### config.mk
export PLATFORM = sky130hd
export DESIGN_NAME = park_arb
export DESIGN_NICKNAME = d
export VERILOG_FILES = /design/src/rtl/arb_pkg.sv /design/src/rtl/arb_rst_sync.sv /design/src/rtl/arb_rr_pick.sv /design/src/rtl/arb_slice_timer.sv /design/src/rtl/park_arb.sv
export SDC_FILE = /design/constraint.sdc
export NUM_CORES = 1
export LEC_CHECK = 0
export CORE_ASPECT_RATIO = 0.8
export CORE_UTILIZATION = 25
export CTS_BUF_LIST = sky130_fd_sc_hd__clkbuf_16
export DETAILED_ROUTE_END_ITERATION = 12
export DONT_BUFFER_PORTS = 1
export SLEW_MARGIN = 20
export SYNTH_ARGS = -nofsm -noshare
export SYNTH_HDL_FRONTEND = slang
export SYNTH_SLANG_ARGS = --single-unit
export TNS_END_PERCENT = 1
### constraint.sdc
create_clock -name clk -period 2.31 [get_ports clk]
set_input_delay 0.231 -clock clk [delete_from_list [all_inputs] [get_ports clk]]
set_output_delay 0.231 -clock clk [all_outputs]
set_load 0.05 [all_outputs]
### src/rtl/arb_pkg.sv
package arb_pkg;

  // Outcome of one arbitration decision
  typedef enum logic [1:0] {
    ARB_PARK = 2'd0,  // no requester: keep the last owner
    ARB_STAY = 2'd1,  // switch not allowed this cycle
    ARB_MOVE = 2'd2   // hand the bus to the picked requester
  } arb_act_e;

endpackage

### src/rtl/arb_rst_sync.sv
module arb_rst_sync (
  input  logic clk,
  input  logic rst_n,
  output logic rst_n_sync
);

  logic [1:0] sync_q;

  always_ff @(posedge clk or negedge rst_n) begin
    if (!rst_n) sync_q <= 2'b00;
    else        sync_q <= {sync_q[0], 1'b1};
  end

  assign rst_n_sync = sync_q[1];

endmodule

### src/rtl/arb_rr_pick.sv
module arb_rr_pick #(
  parameter int N_AGENTS = 9,
  localparam int IW = $clog2(N_AGENTS)
) (
  input  logic [N_AGENTS-1:0] req,
  input  logic [IW-1:0]       last,
  output logic                found,
  output logic [IW-1:0]       pick
);

  // Search starts one above the last owner and ends on the owner itself
  always_comb begin
    found = 1'b0;
    pick  = last;
    for (int i = 1; i <= N_AGENTS; i++) begin
      int unsigned idx;
      idx = int'(last) + i;
      if (idx >= N_AGENTS) idx = idx - N_AGENTS;
      if (!found && req[idx]) begin
        found = 1'b1;
        pick  = IW'(idx);
      end
    end
  end

endmodule

### src/rtl/arb_slice_timer.sv
module arb_slice_timer #(
  parameter int TMR_W = 8
) (
  input  logic             clk,
  input  logic             rst_n,
  input  logic             load,
  input  logic             run,
  input  logic [TMR_W-1:0] slice_len,
  output logic             active
);

  logic [TMR_W-1:0] cnt_q, cnt_d;
  logic             cnt_en;

  assign cnt_en = load | (run & (cnt_q != '0));

  always_comb begin
    cnt_d = cnt_q;
    if (load)                   cnt_d = slice_len;
    else if (cnt_q != '0)       cnt_d = cnt_q - 1'b1;
  end

  always_ff @(posedge clk or negedge rst_n) begin
    if (!rst_n)      cnt_q <= '0;
    else if (cnt_en) cnt_q <= cnt_d;
  end

  assign active = run & (cnt_q != '0);

endmodule

### src/rtl/park_arb.sv
module park_arb
  import arb_pkg::*;
#(
  parameter int N_AGENTS = 9,
  parameter int CPU_IDX  = N_AGENTS - 1,
  parameter int PARK_IDX = 0,
  parameter int TMR_W    = 8
) (
  input  logic                clk,
  input  logic                rst_n,
  input  logic [N_AGENTS-1:0] req_n,
  input  logic                frame_n,
  input  logic                irdy_n,
  input  logic                lock_req,
  input  logic [TMR_W-1:0]    slice_len,
  output logic [N_AGENTS-1:0] gnt_n
);

  localparam int IW = $clog2(N_AGENTS);
  localparam logic [IW-1:0] CPU_SEL  = IW'(CPU_IDX);
  localparam logic [IW-1:0] PARK_SEL = IW'(PARK_IDX);

  logic                rst_n_sync;
  logic [N_AGENTS-1:0] req;
  logic [IW-1:0]       owner_q, owner_d;
  logic                owner_en;
  logic                bus_idle, owner_req, cpu_own;
  logic                lock_hold, slice_hold, may_switch;
  logic                pick_found;
  logic [IW-1:0]       pick_idx;
  logic                cpu_enter;
  arb_act_e            act;
  logic [N_AGENTS-1:0] gnt_vec;

  arb_rst_sync u_rst (
    .clk        (clk),
    .rst_n      (rst_n),
    .rst_n_sync (rst_n_sync)
  );

  assign req       = ~req_n;
  assign bus_idle  = frame_n & irdy_n;
  assign owner_req = req[owner_q];
  assign cpu_own   = (owner_q == CPU_SEL);
  assign lock_hold = cpu_own & lock_req;

  arb_rr_pick #(.N_AGENTS(N_AGENTS)) u_pick (
    .req   (req),
    .last  (owner_q),
    .found (pick_found),
    .pick  (pick_idx)
  );

  assign may_switch = (bus_idle | ~owner_req) & ~lock_hold & ~slice_hold;

  // Decision
  always_comb begin
    if (!pick_found)     act = ARB_PARK;
    else if (!may_switch) act = ARB_STAY;
    else                 act = ARB_MOVE;
  end

  assign owner_en = (act == ARB_MOVE) && (pick_idx != owner_q);

  always_comb begin
    owner_d = owner_q;
    if (owner_en) owner_d = pick_idx;
  end

  assign cpu_enter = owner_en & (owner_d == CPU_SEL);

  arb_slice_timer #(.TMR_W(TMR_W)) u_slice (
    .clk       (clk),
    .rst_n     (rst_n_sync),
    .load      (cpu_enter),
    .run       (cpu_own),
    .slice_len (slice_len),
    .active    (slice_hold)
  );

  always_ff @(posedge clk or negedge rst_n_sync) begin
    if (!rst_n_sync)   owner_q <= PARK_SEL;
    else if (owner_en) owner_q <= owner_d;
  end

  always_comb begin
    gnt_vec = '0;
    gnt_vec[owner_q] = 1'b1;
  end

  assign gnt_n = ~gnt_vec;

endmodule

Word level (Yosys, flattened, before mapping) --
Index checks and enable logic that the tools add are counted.
Word-level totals: output and inout bits 9, input bits 22, word-level logic and storage cells 134, flip-flop bits (word level) 14
Cells by class: $lt $le $gt $ge 20, multiplexer cells 54, add/subtract/negate cells 19, reductions and logical operators 21, equal/unequal tests 4, bitwise operators 13
Operators with widths (number):
- $ge 32x4->1 const B | 9
- $lt 32x5->1 const B | 9
- $mux 32 | 9
- $sub 32x4->32 const B | 9
- $bmux 1 s4 | 10
- $mux 4 | 10
- $add 4x3->5 const B | 4
- $mux 1 | 20
- $not 9->9 | 2
- $mux 8 | 2
- $add 4x2->5 const B | 2
- $add 4x4->5 const B | 2
- $logic_and 1x1->1 | 10
- $eq 4x4->1 const B | 2
- $logic_not 1->1 | 8
- $reduce_bool 8->1 | 1
- $sub 8x1->8 const B | 1
- $and 1x1->1 | 6
- $add 4x1->5 const B | 1
- $lt 4x5->1 const B | 1
- $demux 1 s4 | 1
- $ge 4x1->1 const B | 1
- $mux 2 | 2
- $ne 4x4->1 | 1
- 5 further kinds | 8

Logic depth before layout (Yosys ltp) --
Gate-level depths: netlist (run 1).
depth after elaboration 38, mapped depth 21

Modules after synthesis --
A second synthesis (run 1) with hierarchy kept.
Unflattened totals: cells, all modules 592, area total of the unflattened synthesis 4251.6 sq um
By module, submodules not included:
- arb_rr_pick | instances 1, area an instance 3251.9 sq um, cells an instance 476, seq. area each 0.0 sq um
- arb_slice_timer | instances 1, area an instance 559.3 sq um, cells an instance 65, seq. area each 200.2 sq um
- park_arb | instances 1, area an instance 386.6 sq um, cells an instance 48, seq. area each 100.1 sq um
- arb_rst_sync | instances 1, area an instance 53.8 sq um, cells an instance 3, seq. area each 50.0 sq um

Worst setup path after synthesis (run 1) --
Ideal clock, no wire load.
kind flip-flop to flip-flop, start reg owner_q[0], end reg u_slice.cnt_q[0], library setup time 125 ps, path buffers 4, slack -3073 ps, cell stages (with the launch flop) 20, arrival time 5258 ps, period minus slack after synthesis 5383 ps, required time 2185 ps, cells stage by stage dfrtp_1 -> buf_4 -> clkinv_1 -> buf_1 -> ha_1 -> buf_1 -> nand2b_1 -> o221ai_1 -> mux2_2 -> o32ai_1 -> o2bb2ai_1 -> o21bai_1 -> or4_1 -> buf_2 -> or4_1 -> o311a_1 -> nor4b_2 -> nor3_2 -> o41ai_4 -> mux2_2
Between the ends: word-level cells in the longest chain between the ends 38, elaborated cells on any way between the ends 111, those cells by class add/sub: 18; order compare: 9; eq/ne: 4; mux: 51; bitwise: 10; reduce/logical: 19
RTL lines:
- start: declaration | RTL line park_arb.sv:25 | logic [IW-1:0] owner_q, owner_d;
- start signal: assignment | RTL line park_arb.sv:83 | else if (owner_en) owner_q <= owner_d;
- $add 4x1->5 | RTL line arb_rr_pick.sv:17 | idx = int'(last) + i;
- $sub 32x4->32 / $ge 32x4->1 (equally long branches) | RTL line arb_rr_pick.sv:18 | if (idx >= N_AGENTS) idx = idx - N_AGENTS;
- $mux 32 | RTL line arb_rr_pick.sv:18
- $bmux 1 s4 | RTL line arb_rr_pick.sv:19 | if (!found && req[idx]) begin
- $mux 1 (not written as such) | RTL line arb_rr_pick.sv:19
- $mux 1 | RTL line arb_rr_pick.sv:19
- $logic_not 1->1 | RTL line arb_rr_pick.sv:19
- $logic_and 1x1->1 | RTL line arb_rr_pick.sv:19
- [... 22 more ...]
- $mux 2 | RTL line park_arb.sv:58 | if (!pick_found) act = ARB_PARK;
- $eq 2x2->1 | RTL line park_arb.sv:63 | assign owner_en = (act == ARB_MOVE) && (pick_idx != owner_q);
- $logic_and 1x1->1 | RTL line park_arb.sv:63
- $mux 4 | RTL line park_arb.sv:67 | if (owner_en) owner_d = pick_idx;
- $eq 4x4->1 | RTL line park_arb.sv:70 | assign cpu_enter = owner_en & (owner_d == CPU_SEL);
- $and 1x1->1 | RTL line park_arb.sv:70
- $reduce_bool 2->1 (no line) / $or 1x1->1 (equally long branches)
- $reduce_and 2->1 (no line)
- end signal: assignment | RTL line arb_slice_timer.sv:25 | else if (cnt_en) cnt_q <= cnt_d;
- end: declaration | RTL line arb_slice_timer.sv:12 | logic [TMR_W-1:0] cnt_q, cnt_d;
Several ways; a longest one is shown, not always the timed one. The select of a mux whose other input is x is not followed. A chain may end at the register's enable or synchronous reset.

Worst setup path in the final report (run 1) --
start reg owner_q[2], end reg u_slice.cnt_q[6]
Same word-level chain as after synthesis.

==> results of run 1 <==
registers in the layout, summed over array words and instances, names as in the netlist:
name           count
u_rst.sync_q       2
u_slice.cnt_q      8
owner_q            4
per-layer routing:
layer  up-vias  share of wire [%]  GRT usage [%]
li1       3149                  -              -
met1      3193                 45           34.8
met2       359                 41           34.3
met3        50                 11           5.97
met4         0                2.3           4.13
met5         -                  0              0
synth_stat cells, types with 7 or more instances:
| library cell | number | share of area [%] |
|---|---|---|
| nand2_1 | 69 | 5.3 |
| nor2_1 | 51 | 3.9 |
| o21ai_0 | 42 | 4.3 |
| a21oi_1 | 40 | 4.1 |
| clkbuf_1 | 26 | 2.0 |
| xnor2_1 | 23 | 4.1 |
| ha_1 | 22 | 5.6 |
| nor3_1 | 22 | 2.2 |
| nand3_1 | 19 | 1.9 |
| buf_2 | 16 | 1.6 |
| inv_1 | 15 | 1.1 |
| and2_1 | 14 | 1.8 |
| dfrtp_1 | 14 | 7.2 |
| mux2_2 | 14 | 3.2 |
| a21o_1 | 13 | 2.0 |
| nand2b_1 | 13 | 1.7 |
| a211oi_1 | 12 | 1.8 |
| mux2i_1 | 12 | 2.5 |
| nor2b_1 | 11 | 1.4 |
| a31oi_1 | 10 | 1.3 |
| o21a_1 | 10 | 1.5 |
| o31ai_1 | 10 | 1.5 |
| or2_2 | 10 | 1.3 |
| nor4_1 | 9 | 1.1 |
| o211ai_1 | 9 | 1.4 |
| mux4_2 | 8 | 3.7 |
| o221ai_1 | 7 | 1.3 |
worst register-to-register path, cell delays in order, from the launching register on:
cell and delay, ps:
dfrtp_2 490, buf_12 160, ha_4 180, buf_6 130, or2_4 230, buf_6 120, o211ai_1 180, mux2i_2 130
buf_4 160, o32ai_4 120, o2bb2ai_2 130, o21bai_4 190, or4_4 510, or4_4 490, o311a_4 160, nor4b_4 290
nor3_2 100, o41ai_4 340, buf_6 180, mux2_4 300
area by class of cell:
class	count	area (um2)	share of cell area, %
Timing Repair Buffer	299	2440	29.8
Multi-Input combinational cell	604	4900	59.9
Sequential cell	14	354	4.32
Inverter	19	91.3	1.11
Tap cell	258	323	3.94
Clock buffer	3	75.1	0.916
Clock inverter	1	3.75	0.0458
how the worst max path moves through the flow:
stage / end / slack [ps] / cells past startpoint
5_1_grt: u_slice.cnt_q[6] / -2530 / 18
6_report: u_slice.cnt_q[6] / -2390 / 19
2_1_floorplan: u_slice.cnt_q[0] / -2750 / 20
3_3_place_gp: u_slice.cnt_q[0] / -2590 / 16
4_1_cts: u_slice.cnt_q[6] / -2320 / 17
3_5_place_dp: u_slice.cnt_q[6] / -2620 / 18
cell families (layout without fill, tap and decap cells):
logic type / count (synthesis) / in the layout / share of synthesized area [%]
AOI/OAI and AO/OA: 253 / 253 / 37.7
xor gates and xnor gates: 30 / 30 / 5.52
adders and majority gates: 22 / 22 / 5.62
buffers and inverters: 70 / 322 / 6.23
DFF: 14 / 14 / 7.15
muxes: 35 / 35 / 9.66
other: 1 / 1 / 0.0766
and+or+nand+nor: 263 / 263 / 28.1
per-stage QoR:
stage | cell area (um2) | worst slack [ps] | utilization [%] | setup TNS [ps]
floorplan | 5070 | -2750 | - | -28400
global placement | 7350 | -2590 | 38.5 | -28730
detailed placement | 7350 | -2620 | 38.5 | -29130
CTS | 7850 | -2320 | 41.1 | -25620
global route | 8190 | -2530 | 42.9 | -28420
finish | 8190 | -2390 | 42.9 | -26800
repair_timing:
item,4_1_cts,5_1_grt
hold endpoints to repair,2,0
gates resized for setup,73,58
hold buffers,1,0
buffers inserted,12,6
pin swaps,27,33
endpoints found under the setup margin,13,12
==> metrics.txt, run 1 <==
Post-DP HPWL=18800 um; Starting Density=25.7%; Core Footprint=0.0191 mm2; DIE AREA=0.0202 mm2; Final Cycle Share=204%; WL per Instance=19.9 um; Die Y=127 um; initial antenna violation count=1; first-pass GRT wire length=36300 um; DP Cell Count=1176; Req. time, crit path=2440 ps; slew of the pin with the lowest slew margin=666 ps; Rows=45; die width=158 um; most common cell after layout, fill and taps aside=buf_4; Synth cell types=88; via/cell ratio=5.64; Worst Path Buf+Inv=5; total track usage=23.6%; Mapped Nets=732; CP delay by family, top=simple AND/OR/NAND/NOR gates; Area Overhead vs Synth=67.3%; Worst Setup End Kind=flop; R2R Setup Slk=-2390 ps; Setup crit start kind=flop; number of global-route vias before repair=6275; Worst Path Class, Setup=reg -> reg; clock skew=5.15 ps; nets@finish=985; clock sinks=14; ys flop type=dfrtp_1; CP max stage cell=or4_4; Min-Delay Path Class=in -> reg; hold wc startpoint=slice_len[0]; setup slack after layout=-2390 ps; grt ovf=0; Pins Over Slew Limit=0; Mapped Area=0.00490 mm2; ant diodes=0; count of final setup violators=12; largest net degree at the start of global routing=21; Syn Area/Cell=7.12 um2; GP Congestion=0.959; Remaining DRCs=0; WHS Endpoint=u_slice.cnt_q[0]; Post-synth EDFFs=0; CTS Buf Count=3; post-layout minimum cycle time=4700 ps; Synthesis Warnings=0; Worst-Skew Late Latency=250 ps; final cell count without fillers=1198; Pre-antenna DRT Iters=6; maximum clock rate=213 MHz; worst path cell trace=buf_12, ha_4, buf_6, or2_4, buf_6, o211ai_1, mux2i_2, buf_4, o32ai_4, o2bb2ai_2, o21bai_4, or4_4, or4_4, o311a_4, nor4b_4, nor3_2, o41ai_4, buf_6, mux2_4; CTS H-tree depth=1; drt total wl=23900 um; Crit path top cell by count=buf_6; Min Hold Slack=126 ps; share of layout cells above drive strength 1=47.2%; Max-Cap Viols=0; async set-reset flop share out of synthesis=100%; flops & latches, synth=14; I/O pins=31; CTS Buffer Depth=2; CP max stage delay=510 ps; Critical Path AT=4840 ps; status=finished, violations left; PortBufs=0; Initial DRC Count=723; hold violation count in the final report=0; Final ANT Viol Nets=0; Worst R2R End=u_slice.cnt_q[6]; RSZ-0062 raised after global routing=yes; fillers=1863; CP max FO=6; Vias=6751; FF-to-FF Start=owner_q[2]; most frequent cells in the layout=buf_4, nand2_1, nor2_1, o21ai_0, a21oi_1; worst setup path start=owner_q[2]; CTS tree=yes; Worst Reg-to-Reg Cells=19; CTS clk-pin slew, worst paths=60 ps; Max-Slew Margin vs Limit=55.2%; failing checks=negative setup slack; post-synthesis sequential area ratio=7.15%; clock root buffer=clkbuf_16; Post-Synthesis Cells=688; hold path cells=1
Power of run 1 is not shown: default switching activity piles up to over one toggle a cycle in this logic, so the estimate is an artifact.
==> inputs of run 2 (changes only) <==
==> constraint.sdc (replaced) <==
create_clock -name clk -period 5.8 [get_ports clk]
set_input_delay 0.58 -clock clk [delete_from_list [all_inputs] [get_ports clk]]
set_output_delay 0.58 -clock clk [all_outputs]
set_load 0.05 [all_outputs]
==> run 2 against run 1 <==
The flow now finishes without violations. First-iteration DRC count rose by 7.9%. Setup slack improved by 2600 ps. Flip-flop and latch count did not move. Worst hold slack lost 94 ps. Die area is the same. Routed wire length fell by 17%. Critical path type unchanged. Largest cell class unchanged.
==> metrics.txt, run 2 (same netlist as run 1, synthesis figures left out) <==
status=finished clean; CP max stage cell=or4_1; Rows=45 (unchanged); post-layout minimum cycle time=5550 ps (+843 ps); slew of the pin with the lowest slew margin=998 ps (+332 ps); die width=158 um (unchanged); largest net degree at the start of global routing=56 (+170%); fillers=2065 (+11%); RSZ-0062 raised after global routing=no; grt ovf=0 (unchanged); Starting Density=25.7% (unchanged); Vias=5815 (-14%); Die Y=127 um (unchanged); count of final setup violators=0 (-12); max reg flops=8 (unchanged); clock root buffer=clkbuf_16; CTS Buffer Depth=2 (unchanged); maximum clock rate=180 MHz (-15%); Setup crit start kind=flop; first-pass GRT wire length=29300 um (-19%); Worst-Skew Late Latency=240 ps (about the same); Core Footprint=0.0191 mm2 (unchanged); Remaining DRCs=0 (unchanged); most common cell after layout, fill and taps aside=nand2_1; Final Cycle Share=95.7% (-110 points); FF-to-FF Start=owner_q[0]; I/O pins=31 (unchanged); Max-Cap Viols=0 (unchanged); Worst Path Buf+Inv=1 (-4); largest registers=u_slice.cnt_q: 8 flops, owner_q: 4 flops, u_rst.sync_q: 2 flops; Worst Setup End Kind=flop; Pre-antenna DRT Iters=6 (unchanged); ant diodes=0 (unchanged); clock skew=3.81 ps (-1.34 ps); CTS tree=yes; Min-Delay Path Class=in -> async; number of global-route vias before repair=4919 (-22%); share of layout cells above drive strength 1=14.4% (-33 points); Req. time, crit path=5930 ps (+3490 ps); DIE AREA=0.0202 mm2 (unchanged); Area Overhead vs Synth=10.6%; CP max FO=55 (+49); nets@finish=727 (-26%); via/cell ratio=6.19 (+9.8%); Max-Slew Margin vs Limit=32.9% (-22 points); worst setup path start=owner_q[0]; PortBufs=0 (unchanged); hold violation count in the final report=0 (unchanged); register with the most flip-flops=u_slice.cnt_q; CTS H-tree depth=1 (unchanged); clock sinks=14 (unchanged); CTS Buf Count=3 (unchanged); most frequent cells in the layout=nand2_1, nor2_1, o21ai_0, a21oi_1, buf_4; initial antenna violation count=0 (-1); CP max stage delay=580 ps (+70 ps); drt total wl=19700 um (-17%); Initial DRC Count=780 (+7.9%); Final ANT Viol Nets=0 (unchanged); Critical Path AT=5670 ps (+830 ps); Pins Over Slew Limit=0 (unchanged); Post-DP HPWL=15000 um (-20%); worst path cell trace=buf_12, ha_1, and2_1, nor3_1, mux2_2, o32ai_1, o2bb2ai_1, o21bai_1, or4_1, or4_1, o311a_1, nor4b_2, nor3_2, o41ai_4, mux2_2; setup_tns=0 ps (+26800 ps); total track usage=18.9% (-4.7 points); CTS clk-pin slew, worst paths=50 ps (about the same); WL per Instance=21.0 um (+5.4%); GP Congestion=0.979 (+2.1%); Worst Path Class, Setup=reg -> reg; CP delay by family, top=simple AND/OR/NAND/NOR gates
[run 2: cell count changes in the layout (fill, tap and decap cells not counted), moves of 7 or more]
cell,previous run,this run
mux2_2,6,14
ha_4,7,0
ha_1,12,21
xnor2_1,15,23
buf_6,13,0
buf_12,11,3
mux2_4,9,1
buf_4,273,38
[run 2: what timing repair did]
item	in CTS	in global routing
setup buffers	0	0
hold buffers	0	0
endpoints found under the hold margin	0	0
resized for setup	0	2
endpoints found under the setup margin	0	5
[run 2: cell type report]
cell class	instances	area [um2]	area share, %
Clock buffer	3	75.1	1.39
Multi-Input combinational cell	604	4240	78.4
Timing Repair Buffer	41	345	6.38
Clock inverter	1	3.75	0.0693
Tap cell	258	323	5.96
Sequential cell	14	353	6.52
Inverter	19	71.3	1.32
[run 2: path summary, 6_finish.rpt]
path	slack [ps]	end	cells past startpoint
worst max-delay path	250	u_slice.cnt_q[0]	15
worst min-delay path	30	u_rst.sync_q[0]	0
worst max register to register	250	u_slice.cnt_q[0]	15
worst min register to register	240	u_slice.cnt_q[6]	0
max in group asynchronous	5150	owner_q[2]	0
min in group clk	340	u_rst.sync_q[1]	0
[run 2: layer usage]
metal	wire length [um]	vias to the layer above	global-route usage, %	part of all wire (%)
met1	8690	2722	28.7	44
met2	7730	412	25.6	39
met4	441	0	3.34	2.2
met3	2890	40	5.90	15
li1	-	2641	-	-
met5	0	-	0	0
[run 2: through the flow]
step | hold slack [ps] | setup WS (ps) | instance area, um2 | utilization, % | instances
6_report | 32.1 | 252 | 5420 | 28.4 | 940
5_1_grt | 21.9 | 4.87 | 5420 | 28.4 | 940
4_1_cts | 26.6 | 323 | 5410 | 28.4 | 940
3_5_place_dp | 232 | 367 | 5330 | 27.9 | 936
3_3_place_gp | 230 | 408 | 5330 | 27.9 | 936
2_1_floorplan | 147 | 417 | 4900 | - | 688
[run 2: worst register-to-register path: cells and delay by family (launching register included)]
| family | cells | cell delay, ps |
|---|---|---|
| DFF | 1 | 430 |
| AOI/OAI and AO/OA | 5 | 1550 |
| adders and majority gates | 1 | 370 |
| buffers and inverters | 1 | 210 |
| and+or+nand+nor | 6 | 2110 |
| muxes | 2 | 780 |
Power of run 2 is left out for the same reason.
